File: config.mk
export PLATFORM = sky130hd
export DESIGN_NAME = symbol_link_framer
export DESIGN_NICKNAME = d
export VERILOG_FILES = /design/src/rtl/sym_framer_pkg.sv /design/src/rtl/sym_tx.sv /design/src/rtl/sym_rx_window.sv /design/src/rtl/sym_lock.sv /design/src/rtl/sym_rx_decode.sv /design/src/rtl/symbol_link_framer.sv
export SDC_FILE = /design/constraint.sdc
export NUM_CORES = 1
export LEC_CHECK = 0
export BUFFER_PORTS_ARGS = -buffer_cell sky130_fd_sc_hd__clkbuf_2
export CAP_MARGIN = 20
export CORE_ASPECT_RATIO = 2
export CORE_MARGIN = 2
export CORE_UTILIZATION = 35
export DETAILED_ROUTE_END_ITERATION = 7
export GPL_TIMING_DRIVEN = 0
export PLACE_DENSITY_LB_ADDON = 0.15
export SLEW_MARGIN = 20
export SYNTH_ARGS = -nofsm -noshare
export SYNTH_HDL_FRONTEND = slang
export SYNTH_HIERARCHICAL = 1
export SYNTH_SLANG_ARGS = --single-unit
File: constraint.sdc
create_clock -name clk -period 2.6 [get_ports clk]
set_input_delay 0.52 -clock clk [delete_from_list [all_inputs] [get_ports clk]]
set_output_delay 0.52 -clock clk [all_outputs]
set_load 0.05 [all_outputs]
File: src/rtl/sym_framer_pkg.sv
package sym_framer_pkg;

    localparam int SYM_W  = 28;
    localparam int PAY_W  = 16;
    localparam int CTL_W  = 2;
    localparam int CRC_W  = 4;
    localparam int LFSR_W = 7;
    localparam int MSG_W  = PAY_W + CTL_W;
    localparam int IDX_W  = $clog2(SYM_W);

    typedef struct packed {
        logic             clk1;
        logic [PAY_W-1:0] pay;
        logic [CTL_W-1:0] ctl;
        logic [CRC_W-1:0] crc;
        logic [CRC_W-1:0] bal;
        logic             clk0;
    } symbol_t;

    typedef struct packed {
        logic [PAY_W-1:0] data;
        logic [CTL_W-1:0] ctl;
    } word_t;

    typedef enum logic [1:0] {
        ST_HUNT   = 2'd0,
        ST_VERIFY = 2'd1,
        ST_LOCKED = 2'd2
    } lock_state_t;

    // Keystream for one symbol; first key bit lands on the data MSB.
    function automatic logic [PAY_W-1:0] scr_mask(input logic [LFSR_W-1:0] seed);
        logic [LFSR_W-1:0] s;
        logic              k;
        logic [PAY_W-1:0]  m;
        s = seed;
        m = '0;
        for (int i = PAY_W - 1; i >= 0; i--) begin
            k    = s[6] ^ s[5];
            m[i] = k;
            s    = {s[LFSR_W-2:0], k};
        end
        return m;
    endfunction

    // x^4+x+1, zero start, message taken MSB first.
    function automatic logic [CRC_W-1:0] crc4(input logic [MSG_W-1:0] msg);
        logic [CRC_W-1:0] c;
        logic             fb;
        c = '0;
        for (int i = MSG_W - 1; i >= 0; i--) begin
            fb   = c[CRC_W-1] ^ msg[i];
            c    = {c[CRC_W-2:0], fb};
            c[1] = c[1] ^ fb;
        end
        return c;
    endfunction

    function automatic symbol_t build_symbol(input word_t w, input logic [PAY_W-1:0] mask);
        symbol_t s;
        s.clk1 = 1'b1;
        s.pay  = w.data ^ mask;
        s.ctl  = w.ctl;
        s.crc  = crc4(w);
        s.bal  = ~s.crc;
        s.clk0 = 1'b0;
        return s;
    endfunction

    function automatic logic align_ok(input symbol_t s);
        return s.clk1 && !s.clk0 && (s.bal == ~s.crc);
    endfunction

endpackage

File: src/rtl/sym_tx.sv
module sym_tx
    import sym_framer_pkg::*;
#(
    parameter logic [LFSR_W-1:0] SEED = 7'h7F
) (
    input  logic             clk,
    input  logic             rst,
    input  logic             word_valid,
    input  logic [PAY_W-1:0] word_in,
    input  logic [CTL_W-1:0] ctl_in,
    output logic             tx_take,
    output logic             serial_out
);
    localparam logic [PAY_W-1:0] MASK     = scr_mask(SEED);
    localparam logic [IDX_W-1:0] LAST_IDX = IDX_W'(SYM_W - 1);

    logic [IDX_W-1:0] bit_idx;
    logic [SYM_W-1:0] shreg;
    word_t            next_word;

    always_comb begin
        next_word.data = word_valid ? word_in : '0;
        next_word.ctl  = word_valid ? ctl_in  : '0;
    end

    assign tx_take    = (bit_idx == LAST_IDX);
    assign serial_out = shreg[SYM_W-1];

    always_ff @(posedge clk) begin
        if (rst) begin
            bit_idx <= LAST_IDX;
            shreg   <= '0;
        end else if (tx_take) begin
            bit_idx <= '0;
            shreg   <= build_symbol(next_word, MASK);
        end else begin
            bit_idx <= bit_idx + 1'b1;
            shreg   <= {shreg[SYM_W-2:0], 1'b0};
        end
    end
endmodule

File: src/rtl/sym_rx_window.sv
module sym_rx_window
    import sym_framer_pkg::*;
(
    input  logic    clk,
    input  logic    rst,
    input  logic    serial_in,
    output symbol_t window,
    output logic    pattern_ok
);
    logic [SYM_W-1:0] sh;

    always_ff @(posedge clk) begin
        if (rst) sh <= '0;
        else     sh <= {sh[SYM_W-2:0], serial_in};
    end

    assign window     = symbol_t'(sh);
    assign pattern_ok = align_ok(window);
endmodule

File: src/rtl/sym_lock.sv
module sym_lock
    import sym_framer_pkg::*;
#(
    parameter int LOCK_GOOD = 4,
    parameter int LOSS_MISS = 2
) (
    input  logic clk,
    input  logic rst,
    input  logic pattern_ok,
    output logic boundary,
    output logic locked,
    output logic emit
);
    localparam int GOOD_W = $clog2(LOCK_GOOD + 1);
    localparam int MISS_W = $clog2(LOSS_MISS + 1);
    localparam logic [IDX_W-1:0]  LAST_PH   = IDX_W'(SYM_W - 1);
    localparam logic [GOOD_W-1:0] GOOD_LAST = GOOD_W'(LOCK_GOOD - 1);
    localparam logic [MISS_W-1:0] MISS_LAST = MISS_W'(LOSS_MISS - 1);

    lock_state_t       state;
    logic [IDX_W-1:0]  phase;
    logic [GOOD_W-1:0] good_cnt;
    logic [MISS_W-1:0] miss_cnt;

    assign boundary = (state != ST_HUNT) && (phase == LAST_PH);
    assign locked   = (state == ST_LOCKED);
    assign emit     = boundary && locked && pattern_ok;

    always_ff @(posedge clk) begin
        if (rst) begin
            state    <= ST_HUNT;
            phase    <= '0;
            good_cnt <= '0;
            miss_cnt <= '0;
        end else begin
            case (state)
                ST_HUNT: begin
                    if (pattern_ok) begin
                        state    <= ST_VERIFY;
                        phase    <= '0;
                        good_cnt <= GOOD_W'(1);
                    end
                end
                ST_VERIFY: begin
                    phase <= (phase == LAST_PH) ? '0 : phase + 1'b1;
                    if (boundary) begin
                        if (!pattern_ok) begin
                            state <= ST_HUNT;
                        end else if (good_cnt == GOOD_LAST) begin
                            state    <= ST_LOCKED;
                            miss_cnt <= '0;
                        end else begin
                            good_cnt <= good_cnt + 1'b1;
                        end
                    end
                end
                ST_LOCKED: begin
                    phase <= (phase == LAST_PH) ? '0 : phase + 1'b1;
                    if (boundary) begin
                        if (pattern_ok) begin
                            miss_cnt <= '0;
                        end else if (miss_cnt == MISS_LAST) begin
                            state <= ST_HUNT;
                        end else begin
                            miss_cnt <= miss_cnt + 1'b1;
                        end
                    end
                end
                default: state <= ST_HUNT;
            endcase
        end
    end
endmodule

File: src/rtl/sym_rx_decode.sv
module sym_rx_decode
    import sym_framer_pkg::*;
#(
    parameter logic [LFSR_W-1:0] SEED = 7'h7F
) (
    input  logic             clk,
    input  logic             rst,
    input  logic             emit,
    input  symbol_t          window,
    output logic [PAY_W-1:0] rx_word,
    output logic [CTL_W-1:0] rx_ctl,
    output logic             rx_valid,
    output logic             rx_crc_err
);
    localparam logic [PAY_W-1:0] MASK = scr_mask(SEED);

    word_t rec;
    logic  mismatch;

    always_comb begin
        rec.data = window.pay ^ MASK;
        rec.ctl  = window.ctl;
        mismatch = (crc4(rec) != window.crc);
    end

    always_ff @(posedge clk) begin
        if (rst) begin
            rx_word    <= '0;
            rx_ctl     <= '0;
            rx_valid   <= 1'b0;
            rx_crc_err <= 1'b0;
        end else begin
            rx_valid   <= emit;
            rx_crc_err <= emit && mismatch;
            if (emit) begin
                rx_word <= rec.data;
                rx_ctl  <= rec.ctl;
            end
        end
    end
endmodule

File: src/rtl/symbol_link_framer.sv
module symbol_link_framer
    import sym_framer_pkg::*;
#(
    parameter logic [LFSR_W-1:0] SEED      = 7'h7F,
    parameter int                LOCK_GOOD = 4,
    parameter int                LOSS_MISS = 2
) (
    input  logic        clk,
    input  logic        rst,
    input  logic        word_valid,
    input  logic [15:0] word_in,
    input  logic [1:0]  ctl_in,
    output logic        tx_take,
    output logic        serial_out,
    input  logic        serial_in,
    output logic [15:0] rx_word,
    output logic [1:0]  rx_ctl,
    output logic        rx_valid,
    output logic        rx_lock,
    output logic        rx_crc_err
);
    symbol_t sym_window;
    logic    rx_pat_ok;
    logic    lk_boundary;
    logic    lk_emit;

    sym_tx #(.SEED(SEED)) i_tx (
        .clk        (clk),
        .rst        (rst),
        .word_valid (word_valid),
        .word_in    (word_in),
        .ctl_in     (ctl_in),
        .tx_take    (tx_take),
        .serial_out (serial_out)
    );

    sym_rx_window i_win (
        .clk        (clk),
        .rst        (rst),
        .serial_in  (serial_in),
        .window     (sym_window),
        .pattern_ok (rx_pat_ok)
    );

    sym_lock #(.LOCK_GOOD(LOCK_GOOD), .LOSS_MISS(LOSS_MISS)) i_lock (
        .clk        (clk),
        .rst        (rst),
        .pattern_ok (rx_pat_ok),
        .boundary   (lk_boundary),
        .locked     (rx_lock),
        .emit       (lk_emit)
    );

    sym_rx_decode #(.SEED(SEED)) i_dec (
        .clk        (clk),
        .rst        (rst),
        .emit       (lk_emit),
        .window     (sym_window),
        .rx_word    (rx_word),
        .rx_ctl     (rx_ctl),
        .rx_valid   (rx_valid),
        .rx_crc_err (rx_crc_err)
    );
endmodule

==> impl_metrics.toml <==
[timing]
finalSetupTns_ps = 0
setup_viol = 0
worst_slack_ps = 304.3
fin_crit_ps = 2296
hold_slack_ps = 428.1
min_period_over_period_pct = 88.30
rsz0062_at_grt = "false"
tightestPinTransition_ps = 536.8
skew_ps = 5.985
drv_slew = 0
slew_headroom_pct = 64.21
fmax_ghz = 0.4356
hold_viol = 0

[final_layout]
area_growth_pct = 17.43
num_antenna_cells = 0
final_common_cell = "dfxtp_1"
fin_area_um2 = 4831
instances_no_fill = 606
layout-drive-gt1-share_pct = 17.35
fin_nets = 486
final_cell_mix = "dfxtp_1 (92), clkbuf_2 (45), nor2_1 (33), nand2_1 (33), nor2b_1 (33)"
fin_util_pct = 41.53

[power_and_ir_drop]
p_sw_mw = 0.9235
p_seq_share_pct = 43.9
p_clk_share_pct = 38.4
power.leakage_nw = 2.015
peakVddDrop_mv = 0.3978
total_power_mw = 3.585
p_sw_share_pct = 25.76
p_per_area_nw_per_um2 = 742.1
internal_power_mw = 2.662
p_comb_share_pct = 17.6

[clocking]
clk_path_buf_depth = 2
cts_buffers = 9
clkSinkCount = 92
postCtsSetupRepairBufs = 0
cts-root-buf = "clkbuf_16"
cts_tree = "done"
postCtsHoldBufs = 0
cts_max_level = 3
ctsResizeCount = 0
path_clk_slew_ps = 60
clock_latency_ps = 330

[setup_path]
cp_max_fo = 14
startpoint = "i_tx/bit_idx[0]$_SDFF_PP1_"
required_ps = 2080
critPathCaptureType = "primary output"
crit_path_start_kind = "register"
cp.buffers_inverters = 2
r2r-start = "i_win/window[6]$_SDFF_PP0_"
cp_cell_sequence = "ha_1 -> nand4b_1 -> inv_1 -> clkbuf_2"
critPathArrivalTime_ps = 1780
r2r-end = "i_dec/rx_word[8]$_SDFFE_PP0P_"
crit_family = "buffers and inverters"
critPathSlowestCell = "inv_1"
ff2ff_path_depth = 8
ff2ff_setup_slack_ps = 370
path_depth = 4
crit_path_end = "tx_take"
cpPeakStageDelay_ps = 370
criticalPathCategory = "register to primary output"

[drt]
num_vias = 2913
drt_iter0_drc = 68
first_pass_iters = 4
via_per_inst = 4.807
drc = 0
ant_nets = 0
wl_per_cell_um = 15.01
drt-total-wl_um = 9096

[logic_synthesis]
syn_nets = 432
synth_edf_count = 0
post_synth.cell_area_avg_um2 = 10.23
synth_cell_types = 57
async_reset_ff_share_pct = 0
ys_seq_area_share_pct = 44.77
syn_inst = 402
synth_seq_cells = 92
yosysWarnings = 6
synth_ff_type = "dfxtp_1"
syn-cell-area_um2 = 4114

[global_route]
gr-usage-met2_pct = 31.67
grt_usage_pct = 15.80
grt_pass1_vias = 3116
gr-total-overflow = 0
grt_max_degree = 19
met1_usage_pct = 14.43
top_usage_layer = "met2"
grt_pass1_wl_um = 15100
grt_antenna_before_repair = 0
grt_use_met3_pct = 3.039

[placed_design]
place_ws_ps = 8.529
gp_congestion = 0.7839
io_buffers = 44
dp.cells = 591
place_area_um2 = 4516
dp_hpwl_um = 7151

[die]
start_util_pct = 35.37
ioPinCount = 45
rows = 56
die_y_um = 157.3
coreArea_um2 = 11630
die_x_um = 80.66
dieArea_um2 = 12690

[flow_run]
drv_cap = 0

[run_status]
outcome = "finished clean"

[worst_hold_path]
min_path_type = "input port to register"
==> synthesized netlist by cell type, types with 8 or more instances <==
cell type,number,share of area (%)
xor2_1,9,1.9
ha_1,8,2.4
dfxtp_1,92,45
nand3_1,20,2.4
inv_1,9,0.82
clkbuf_1,11,1.0
nor2b_1,33,5.0
nand2_1,33,3.0
mux2i_1,23,5.6
xnor3_1,11,6.0
a21oi_1,23,2.8
xnor2_1,23,4.9
nor2_1,33,3.0
==> registers in the layout, summed over array words and instances, names as in the netlist, 2 cells and up <==
name and flops:
i_lock/good_cnt 3, i_win/window 28, i_dec/rx_word 16, i_lock/state 2, i_lock/phase 5, i_tx/shreg 27
i_lock/miss_cnt 2, i_tx/bit_idx 5, i_dec/rx_ctl 2
==> power groups by stage <==
stage / clock (mW) / sequential [mW] / combinational [mW]
global route: 1.48 / 1.59 / 0.704
floorplan: 0 / 1.61 / 0.472
finish: 1.38 / 1.58 / 0.632
CTS: 1.42 / 1.58 / 0.651
detailed placement: 0 / 1.61 / 0.647
global placement: 0 / 1.60 / 0.641
==> worst min path at each step <==
stage	startpoint	to	slack (ps)	cells past startpoint
2_1_floorplan	i_tx/shreg[26]$_SDFF_PP0_	i_tx/shreg[27]$_SDFF_PP0_	420	2
3_3_place_gp	i_tx/shreg[9]$_SDFF_PP0_	i_tx/shreg[10]$_SDFF_PP0_	430	2
3_5_place_dp	i_tx/shreg[16]$_SDFF_PP0_	i_tx/shreg[17]$_SDFF_PP0_	430	2
4_1_cts	serial_in	i_win/window[0]$_SDFF_PP0_	420	2
5_1_grt	serial_in	i_win/window[0]$_SDFF_PP0_	430	2
6_report	serial_in	i_win/window[0]$_SDFF_PP0_	430	2
==> metal layers <==
layer	part of all wire, %	wire [um]
met1	35	3201
met2	59	5378
met3	2.5	226
met4	3.2	290
met5	0	0
==> area by class of cell <==
| type | count | area (um2) |
|---|---|---|
| inverters | 9 | 33.78 |
| flip-flops and latches | 92 | 1842 |
| multi-input cells | 282 | 2143 |
| clock inverters | 5 | 75.07 |
| well taps | 145 | 181.4 |
| repair buffers | 44 | 220.2 |
| fillers | 1216 | 6800 |
| clock buffers | 11 | 242.7 |
| plain buffers | 18 | 92.59 |
==> logic make-up (layout without fill, tap and decap cells) <==
logic type | count (synthesis) | count (layout) | synth area share [%]
multiplexers | 24 | 24 | 5.870
AND/OR/NAND/NOR | 151 | 151 | 19.31
adder cells (fa/ha/maj) | 8 | 8 | 2.433
AO/OA/AOI/OAI | 50 | 50 | 8.060
buffers and inverters | 28 | 87 | 3.132
flip-flops | 92 | 92 | 44.77
XOR/XNOR | 49 | 49 | 16.42
==> worst reg2reg max path, stage by stage, from the launching register on <==
cell and delay, ps:
dfxtp_1 410, xor2_1 170, nand4b_1 140, nor3_2 200
buf_4 210, and3_1 240, buf_1 430, mux2i_1 250
nor2_1 60
(Power assumes the default switching activity.)
